## config.mk

```make
export PLATFORM = sky130hd
export DESIGN_NAME = pin_scan_group
export DESIGN_NICKNAME = d
export VERILOG_FILES = /design/src/rtl/pin_scan_pkg.sv /design/src/rtl/pin_scan_cell.sv /design/src/rtl/pin_scan_bidir_seg.sv /design/src/rtl/pin_scan_pad_mux.sv /design/src/rtl/pin_scan_group.sv
export SDC_FILE = /design/constraint.sdc
export NUM_CORES = 1
export LEC_CHECK = 0
export ABC_AREA = 1
export BUFFER_PORTS_ARGS = -buffer_cell sky130_fd_sc_hd__buf_4
export CAP_MARGIN = 20
export CORE_AREA = 2 2 39 41
export CTS_BUF_LIST = sky130_fd_sc_hd__clkbuf_8 sky130_fd_sc_hd__clkbuf_16
export CTS_CLUSTER_DIAMETER = 40
export CTS_CLUSTER_SIZE = 28
export DETAILED_ROUTE_END_ITERATION = 10
export DIE_AREA = 0 0 41 43
export GPL_ROUTABILITY_DRIVEN = 1
export GPL_TIMING_DRIVEN = 0
export MAX_ROUTING_LAYER = met4
export PLACE_DENSITY = 0.41
export SKIP_CTS_REPAIR_TIMING = 1
export SYNTH_ARGS = -nofsm -noshare
export SYNTH_HDL_FRONTEND = slang
export SYNTH_SLANG_ARGS = --single-unit
```

## constraint.sdc

```tcl
create_clock -name clk -period 1 [get_ports clk]
set_clock_uncertainty 0.2 [all_clocks]
set_input_delay 0.2 -clock clk [delete_from_list [all_inputs] [get_ports clk]]
set_output_delay 0.2 -clock clk [all_outputs]
set_load 0.02 [all_outputs]
```

## src/rtl/pin_scan_pkg.sv

```systemverilog
package pin_scan_pkg;
  // Stages in the compacted bidirectional segment: control, then data.
  localparam int unsigned SEG_STAGES = 2;
  localparam int unsigned SEG_CTRL   = 0;
  localparam int unsigned SEG_DATA   = SEG_STAGES - 1;
  // Cells in the whole group: pull-up cell plus the segment.
  localparam int unsigned GROUP_CELLS = SEG_STAGES + 1;

  // Functional pull-up: allowed globally, pin is an input, port bit set.
  function automatic logic pullup_enable(input logic dis, input logic dir,
                                         input logic port);
    return !dis && !dir && port;
  endfunction
endpackage

```

## src/rtl/pin_scan_cell.sv

```systemverilog
module pin_scan_cell (
  input  logic clk,
  input  logic rst_n,
  input  logic shift_en,
  input  logic capture_en,
  input  logic update_en,
  input  logic ser_in,
  input  logic cap_in,
  output logic ser_out,
  output logic upd_out
);
  logic stage_q, stage_d;
  logic hold_q, hold_d;

  // Next state: shift wins over capture.
  always_comb begin
    stage_d = stage_q;
    if (shift_en) begin
      stage_d = ser_in;
    end else if (capture_en) begin
      stage_d = cap_in;
    end
  end

  always_comb begin
    hold_d = hold_q;
    if (update_en) begin
      hold_d = stage_q;
    end
  end

  always_ff @(posedge clk or negedge rst_n) begin
    if (!rst_n) begin
      stage_q <= 1'b0;
      hold_q  <= 1'b0;
    end else begin
      stage_q <= stage_d;
      hold_q  <= hold_d;
    end
  end

  assign ser_out = stage_q;
  assign upd_out = hold_q;

  p_shift_r5: assert property (@(posedge clk) disable iff (!rst_n)
    shift_en |=> (ser_out == $past(ser_in)));
  p_capture_r4: assert property (@(posedge clk) disable iff (!rst_n)
    (capture_en && !shift_en) |=> (ser_out == $past(cap_in)));
  p_shift_over_capture_r6: assert property (@(posedge clk) disable iff (!rst_n)
    (capture_en && shift_en) |=> (ser_out == $past(ser_in)));
  p_stage_hold_r9: assert property (@(posedge clk) disable iff (!rst_n)
    (!capture_en && !shift_en) |=> $stable(ser_out));
  p_update_r7: assert property (@(posedge clk) disable iff (!rst_n)
    update_en |=> (upd_out == $past(ser_out)));
  p_holder_keep_r8: assert property (@(posedge clk) disable iff (!rst_n)
    !update_en |=> $stable(upd_out));
endmodule

```

## src/rtl/pin_scan_bidir_seg.sv

```systemverilog
module pin_scan_bidir_seg
  import pin_scan_pkg::*;
(
  input  logic clk,
  input  logic rst_n,
  input  logic shift_en,
  input  logic capture_en,
  input  logic update_en,
  input  logic ser_in,
  input  logic cap_oe,
  input  logic cap_pad,
  output logic ser_out,
  output logic upd_oe,
  output logic upd_dat
);
  logic [SEG_STAGES:0]   chain;
  logic [SEG_STAGES-1:0] cap_v;
  logic [SEG_STAGES-1:0] hold_v;

  assign chain[0]        = ser_in;
  assign cap_v[SEG_CTRL] = cap_oe;
  assign cap_v[SEG_DATA] = cap_pad;

  for (genvar g = 0; g < SEG_STAGES; g++) begin : g_stage
    pin_scan_cell cell_i (
      .clk        (clk),
      .rst_n      (rst_n),
      .shift_en   (shift_en),
      .capture_en (capture_en),
      .update_en  (update_en),
      .ser_in     (chain[g]),
      .cap_in     (cap_v[g]),
      .ser_out    (chain[g+1]),
      .upd_out    (hold_v[g])
    );
  end

  assign ser_out = chain[SEG_STAGES];
  assign upd_oe  = hold_v[SEG_CTRL];
  assign upd_dat = hold_v[SEG_DATA];

  // Data stage follows the control stage one shift later.
  p_seg_order_r5: assert property (@(posedge clk) disable iff (!rst_n)
    shift_en |=> (ser_out == $past(chain[SEG_CTRL+1])));
  p_seg_raw_pad_r4: assert property (@(posedge clk) disable iff (!rst_n)
    (capture_en && !shift_en) |=> (ser_out == $past(cap_pad)));
endmodule

```

## src/rtl/pin_scan_pad_mux.sv

```systemverilog
module pin_scan_pad_mux
  import pin_scan_pkg::*;
(
  input  logic test_mode,
  input  logic func_dir,
  input  logic func_port,
  input  logic pullup_dis,
  input  logic upd_pu,
  input  logic upd_oe,
  input  logic upd_dat,
  output logic func_pu,
  output logic pad_oe,
  output logic pad_out,
  output logic pad_pu
);
  always_comb begin
    func_pu = pullup_enable(pullup_dis, func_dir, func_port);
    if (test_mode) begin
      pad_oe  = upd_oe;
      pad_out = upd_dat;
      pad_pu  = upd_pu;
    end else begin
      pad_oe  = func_dir;
      pad_out = func_port;
      pad_pu  = func_pu;
    end
  end
endmodule

```

## src/rtl/pin_scan_group.sv

```systemverilog
module pin_scan_group
  import pin_scan_pkg::*;
(
  input  logic clk,
  input  logic rst_n,
  input  logic test_mode,
  input  logic shift_en,
  input  logic capture_en,
  input  logic update_en,
  input  logic tdi,
  output logic tdo,
  input  logic func_dir,
  input  logic func_port,
  input  logic pullup_dis,
  input  logic pad_in,
  output logic pad_oe,
  output logic pad_out,
  output logic pad_pu
);
  logic func_pu;
  logic pu_ser;
  logic upd_pu, upd_oe, upd_dat;

  // TDI side: pull-up cell.
  pin_scan_cell pu_cell_i (
    .clk        (clk),
    .rst_n      (rst_n),
    .shift_en   (shift_en),
    .capture_en (capture_en),
    .update_en  (update_en),
    .ser_in     (tdi),
    .cap_in     (func_pu),
    .ser_out    (pu_ser),
    .upd_out    (upd_pu)
  );

  // TDO side: control stage then data stage.
  pin_scan_bidir_seg seg_i (
    .clk        (clk),
    .rst_n      (rst_n),
    .shift_en   (shift_en),
    .capture_en (capture_en),
    .update_en  (update_en),
    .ser_in     (pu_ser),
    .cap_oe     (pad_oe),
    .cap_pad    (pad_in),
    .ser_out    (tdo),
    .upd_oe     (upd_oe),
    .upd_dat    (upd_dat)
  );

  pin_scan_pad_mux mux_i (
    .test_mode  (test_mode),
    .func_dir   (func_dir),
    .func_port  (func_port),
    .pullup_dis (pullup_dis),
    .upd_pu     (upd_pu),
    .upd_oe     (upd_oe),
    .upd_dat    (upd_dat),
    .func_pu    (func_pu),
    .pad_oe     (pad_oe),
    .pad_out    (pad_out),
    .pad_pu     (pad_pu)
  );

  // A bit shifted in reaches tdo after GROUP_CELLS shift edges.
  p_chain_depth_r5: assert property (@(posedge clk) disable iff (!rst_n)
    (shift_en && $past(shift_en) && $past(shift_en, 2))
      |=> (tdo == $past(tdi, GROUP_CELLS)));
  p_test_steady_r8: assert property (@(posedge clk) disable iff (!rst_n)
    (test_mode && $past(test_mode) && !$past(update_en))
      |-> ($stable(pad_oe) && $stable(pad_out) && $stable(pad_pu)));
endmodule

```

==> impl_metrics.py, run 1 <==
metrics = {
    "status": {
        "status": "complete, but fails checks",
        "failed_checks": "negative hold slack, negative setup slack",
    },
    "cells_and_area": {
        "n_fill_cell": 153,
        "drive_gt1_share_pct": 44.4,
        "final_cell_count_no_fill": 79,
        "antenna_cells": 0,
        "areaGrowthSynthToFinish_pct": 81.3,
        "stdcell_area_um2": 533,
        "final_nets": 76,
    },
    "route": {
        "met1_length_um": 336,
        "drtIter0Drc": 7,
        "wl_per_cell_um": 9.18,
        "dr_wl_met2_um": 369,
        "num_vias": 312,
        "viasPerCell": 3.95,
        "dr.pass1.iters": 5,
        "drc": 0,
        "top_layer_used": "met3",
        "ant_nets": 0,
        "wl_met3_um": 19,
        "wirelength_um": 725,
    },
    "cts": {
        "cts_inserted_buffers": 3,
        "root_buffer": "clkbuf_8",
        "cts_tree": "yes",
        "htreeDepth": 1,
        "clk_path_buf_depth": 2,
        "clkTransAtPathRegs_ns": 0.04,
        "worst_skew_pair.late_latency_ns": 0.22,
        "cts.sinks": 6,
    },
    "min_path": {
        "hold_path.class": "primary input to flop",
        "holdPathStages": 2,
    },
    "worst_setup_path": {
        "worstSetupPathType": "flop to output port",
        "rr_worst_depth": 3,
        "critPathArrivalTime_ns": 0.85,
        "cp_max_fo": 2,
        "slowest_stage": "dfrtp_1",
        "required_ns": 0.60,
        "crit_path_max_incr_delay_ns": 0.37,
        "worstPathCellList": "nand2_1 > nand2_2 > buf_6",
        "critPathCaptureType": "output port",
        "cp-start-kind": "flop",
    },
    "synthesis": {
        "synthCells": 41,
        "synth.distinct_cells": 7,
        "synth_top_area_share_pct": 51.1,
        "yosys-top-cells-count": "15 x nand2_1, 7 x inv_1, 6 x dfrtp_1, 5 x o21ai_0",
        "yosysTopAreaCell": "dfrtp_1",
        "syn_area_um2": 294,
        "synthTopCellsByArea": "dfrtp_1 51%, nand2_1 19%, inv_1 8.9%",
        "ys_seq_area_share_pct": 51.1,
        "syn_nets": 52,
        "syn_avg_cell_area_um2": 7.17,
        "ys_warn_count": 0,
        "synth-edff-count": 0,
        "async_reset_ff_share_pct": 100,
        "ys_seq_elements": 6,
        "yosysMostFrequentCell": "nand2_1",
        "synth-main-ff-cell": "dfrtp_1",
    },
    "timing": {
        "period_minus_slack_ns": 1.25,
        "slew_headroom_pct": 83.6,
        "holdWs_ns": -0.00548,
        "setup_slack_ns": -0.248,
        "finalSetupViolations": 4,
        "period_share_pct": 125,
        "rsz0062_at_grt": "yes",
        "finalMaxSlewViolations": 0,
        "fmax_ghz": 0.801,
        "finalHoldViolCount": 1,
        "tightest_slew_ns": 0.246,
    },
    "placement": {
        "finalWeightedCongestion": 0.666,
        "hpwl_um": 585,
        "portBuffers": 14,
        "dpl_cell_area_um2": 429,
        "dp_cells": 71,
    },
    "grt": {
        "track_usage_pct": 10.4,
        "grt_pass1_vias": 304,
        "grt_pass1_wl_um": 1130,
        "grt_max_degree": 7,
        "grt.overflow.total": 0,
        "antenna_found_initial": 0,
    },
    "run": {
        "cap_violations": 0,
    },
    "power": {
        "swShare_pct": 24.6,
        "internal-power_uw": 636,
        "p_switching_uw": 208,
        "pwr-share-comb_pct": 23.5,
        "peakVddDrop_mv": 0.713,
        "power_density_mw_per_mm2": 1580,
        "finalPower_uw": 844,
        "power_frac_clock_pct": 42.1,
        "seqPwrFrac_pct": 34.3,
        "leakage_uw": 0.000289,
    },
    "die": {
        "num_rows": 14,
        "die_y_um": 43,
        "pin_count": 15,
        "die_x_um": 41,
        "fp.coreArea_mm2": 0.00138,
        "start_util_pct": 21.2,
        "die_area_mm2": 0.00176,
    },
}
==> power groups by stage <==
stage	clock, uW	combinational, uW	sequential, uW
2_1_floorplan	0	69.6	293
3_3_place_gp	0	153	291
3_5_place_dp	0	154	290
4_1_cts	372	155	287
5_1_grt	394	218	292
6_report	356	199	290
==> worst paths after layout <==
check / startpoint / endpoint / slack (ns)
max: seg_i.g_stage[0].cell_i.upd_out / pad_oe / -0.25
min: update_en / seg_i.g_stage[1].cell_i.upd_out / -0.005
max reg2reg: seg_i.g_stage[1].cell_i.ser_out / seg_i.g_stage[1].cell_i.upd_out / 0.03
min reg2reg: pu_cell_i.ser_out / pu_cell_i.ser_out / 0.30
max in group asynchronous: rst_n / seg_i.g_stage[0].cell_i.upd_out / 0.35
min in group asynchronous: rst_n / pu_cell_i.upd_out / 0.13
==> cell type report <==
cell class	instances	area (um2)	share of cell area, %
timing repair buffer	19	160	30.0
sequential	6	150	28.2
multi-input combinational	28	135	25.4
clock buffer	3	41.3	7.75
inverter	7	26.3	4.93
tap	16	20.0	3.76
==> layer usage <==
metal,up-vias,GRT usage (%)
li1,170,-
met1,138,12.5
met2,4,13.8
met3,0,1.57
met4,0,10.0
met5,-,-
==> worst max-delay path, delay by kind of cell, from the launching register on <==
kind                   cells  cell delay [ns]
and+or+nand+nor            2             0.14
DFF                        1             0.37
buffers and inverters      1             0.13
==> cells by family (layout without fill, tap and decap cells) <==
logic type	count (synthesis)	after routing	share of synthesized area, %
compound gates	7	7	11.9
simple gates	21	21	28.1
buf+inv	7	29	8.94
flops	6	6	51.1
==> registers in the layout (all words and copies together), names as in the netlist <==
register and count:
seg_i.g_stage.cell_i.upd_out 2, pu_cell_i.upd_out 1, seg_i.g_stage.cell_i.ser_out 2, pu_cell_i.ser_out 1
==> cells in the final DEF, fill, tap and decap left out, drive strengths merged <==
cell / count
a21oi: 2
buf: 18
clkbuf: 3
dfrtp: 6
dlygate4sd3: 1
inv: 7
nand2: 15
nand3: 3
nor2: 3
o21ai: 5
==> per-stage QoR <==
| step | worst slack, ns | setup TNS, ns | util [%] | hold WS (ns) |
|---|---|---|---|---|
| floorplan | 0.0142 | 0 | - | -0.296 |
| global placement | -0.181 | -0.494 | 31.0 | -0.185 |
| detailed placement | -0.189 | -0.512 | 31.0 | -0.188 |
| CTS | -0.279 | -1.00 | 34.0 | -0.424 |
| global route | -0.296 | -1.02 | 38.5 | 0.00753 |
| finish | -0.248 | -0.853 | 38.5 | -0.00548 |
No activity file was read; power rests on OpenSTA's default activity.
==> run 2: changes to the inputs <==
==> constraint.sdc (replaced) <==
create_clock -name clk -period 1 [get_ports clk]
set_clock_uncertainty 0.2 [all_clocks]
set_input_delay 0.2 -clock clk [delete_from_list [all_inputs] [get_ports clk]]
set_output_delay 0.2 -clock clk [all_outputs]
set_load 0.1 [all_outputs]
==> run 2 against run 1 <==
The run still ends with negative hold slack, negative setup slack left; routed wire length fell by 3.7%; combinational power is 71% higher; via count shrank 1.3%; largest cell class unchanged; count of clock-buffer cells in the layout unchanged; cell count shrank 2.5%; critical endpoint unchanged; total power is 20% higher; design area increased by 11%; worst hold slack better by 0.0047 ns; critical path depth is the same; highest routed layer unchanged.
==> impl_metrics.py, run 2 (synthesized netlist as in run 1, its figures left out) <==
metrics = {
    "die": {
        "die_area_mm2": 0.00176,
        "num_rows": 14,
        "die_x_um": 41,
        "pin_count": 15,
        "start_util_pct": 21.2,
        "die_y_um": 43,
        "fp.coreArea_mm2": 0.00138,
    },
    "worst_setup_path": {
        "cp_max_fo": 2,
        "rr_endpoint": "seg_i.g_stage[0].cell_i.ser_out",
        "reg2reg_slack_ns": -0.05,
        "rr_startpoint": "seg_i.g_stage[0].cell_i.upd_out",
        "rr_worst_depth": 5,
        "required_ns": 0.60,
        "critPathCaptureType": "output port",
        "slowest_stage": "dfrtp_1",
        "cp_num_buf_inv": 1,
        "cp-start-kind": "flop",
        "critPathArrivalTime_ns": 0.93,
        "worstSetupPathType": "flop to output port",
        "worstPathCellList": "nand2_2 > nand2_8 > buf_12",
        "crit_path_max_incr_delay_ns": 0.38,
        "cp_top_family": "flip-flops",
    },
    "placement": {
        "portBuffers": 14,
        "hpwl_um": 573,
        "finalWeightedCongestion": 0.613,
        "dpl_cell_area_um2": 467,
    },
    "power": {
        "power_density_mw_per_mm2": 1710,
        "swShare_pct": 33.4,
        "p_switching_uw": 337,
        "peakVddDrop_mv": 1.11,
        "finalPower_uw": 1010,
        "power_frac_clock_pct": 37.0,
        "seqPwrFrac_pct": 29.3,
        "leakage_uw": 0.000290,
        "internal-power_uw": 673,
        "pwr-share-comb_pct": 33.7,
    },
    "timing": {
        "finalSetupViolations": 5,
        "rsz0062_at_grt": "yes",
        "finalHoldViolCount": 1,
        "tightest_slew_ns": 0.231,
        "setup_slack_ns": -0.335,
        "fmax_ghz": 0.749,
        "period_minus_slack_ns": 1.33,
        "finalMaxSlewViolations": 0,
        "slew_headroom_pct": 84.5,
        "holdWs_ns": -0.000765,
        "period_share_pct": 133,
    },
    "cells_and_area": {
        "drive_gt1_share_pct": 45.9,
        "final_cell_mix": "11 x nand2_1, 10 x buf_4, 5 x inv_1, 5 x dfrtp_1, 4 x buf_12",
        "final_util_pct": 42.6,
        "n_fill_cell": 155,
        "areaGrowthSynthToFinish_pct": 100,
        "final_nets": 73,
        "stdcell_area_um2": 589,
        "layout_commonest_cell": "nand2_1",
        "antenna_cells": 0,
    },
    "grt": {
        "grt_max_degree": 7,
        "grt_pass1_wl_um": 1100,
        "grt_pass1_vias": 269,
        "antenna_found_initial": 0,
        "track_usage_pct": 10.2,
        "grt.overflow.total": 0,
    },
    "min_path": {
        "holdPathStages": 3,
        "holdPathEnd": "seg_i.g_stage[1].cell_i.ser_out",
        "hp-start": "pad_in",
        "hold_path.class": "primary input to flop",
    },
    "route": {
        "dr.pass1.iters": 2,
        "drtIter0Drc": 2,
        "wl_per_cell_um": 9.06,
        "viasPerCell": 4.00,
        "drc": 0,
        "num_vias": 308,
        "wirelength_um": 698,
        "ant_nets": 0,
    },
    "cts": {
        "clkTransAtPathRegs_ns": 0.04,
        "cts_tree": "yes",
        "clk_path_buf_depth": 2,
        "htreeDepth": 1,
        "root_buffer": "clkbuf_8",
        "cts.sinks": 6,
        "worst_skew_pair.late_latency_ns": 0.22,
        "cts_inserted_buffers": 3,
    },
    "run": {
        "cap_violations": 0,
    },
    "status": {
        "status": "complete, but fails checks",
        "failed_checks": "negative hold slack, negative setup slack",
    },
}
## run 2: changes by cell type in the layout (fill, tap and decap cells not counted), sizes merged
cell and delta:
buf -3, clkinvlp +1
## run 2: metal layers
metal,up-vias,wire (um),track usage [%]
li1,168,-,-
met1,129,300,12.6
met2,11,330,12.2
met3,0,67,9.42
met4,0,0,2.00
met5,-,0,-
## run 2: worst reg2reg max path: cells and delay by family (launching register included)
kind | cells | cell delay (ns)
flip-flops | 1 | 0.38
AND/OR/NAND/NOR | 4 | 0.25
buffers and inverters | 1 | 0.11
## run 2: final cells by class
class,count,area (um2),share of cell area (%)
inverter,7,30.0,5.10
clock inverter,1,3.75,0.637
tap,16,20.0,3.40
clock buffer,3,41.3,7.01
multi-input combinational,28,164,27.8
timing repair buffer,16,176,29.9
sequential,6,154,26.1
## run 2: how the worst max path moves through the flow
stage                                    startpoint  endpoint  slack, ns  depth (start not counted)
finish              seg_i.g_stage[0].cell_i.upd_out    pad_oe      -0.33                          3
global route        seg_i.g_stage[0].cell_i.upd_out    pad_oe      -0.38                          3
CTS                                       test_mode    pad_pu      -0.48                          5
detailed placement                        test_mode    pad_pu      -0.48                          5
global placement                          test_mode    pad_pu      -0.49                          5
floorplan           seg_i.g_stage[1].cell_i.upd_out   pad_out      -0.30                          2
## run 2: stage by stage
stage	setup TNS (ns)	instances	hold WS, ns	setup slack (ns)
global placement	-1.62	71	-0.189	-0.494
floorplan	-0.944	41	-0.296	-0.296
detailed placement	-1.59	71	-0.190	-0.477
global route	-1.52	77	0.0107	-0.376
finish	-1.31	77	-0.000765	-0.335
CTS	-1.70	75	-0.433	-0.477
## run 2: power by group through the flow
stage / sequential (uW) / combinational (uW) / clock, uW
after floorplan: 330 / 164 / 0
after global placement: 297 / 279 / 0
after detailed placement: 297 / 279 / 0
after CTS: 294 / 280 / 390
after global routing: 301 / 363 / 407
final: 296 / 340 / 374
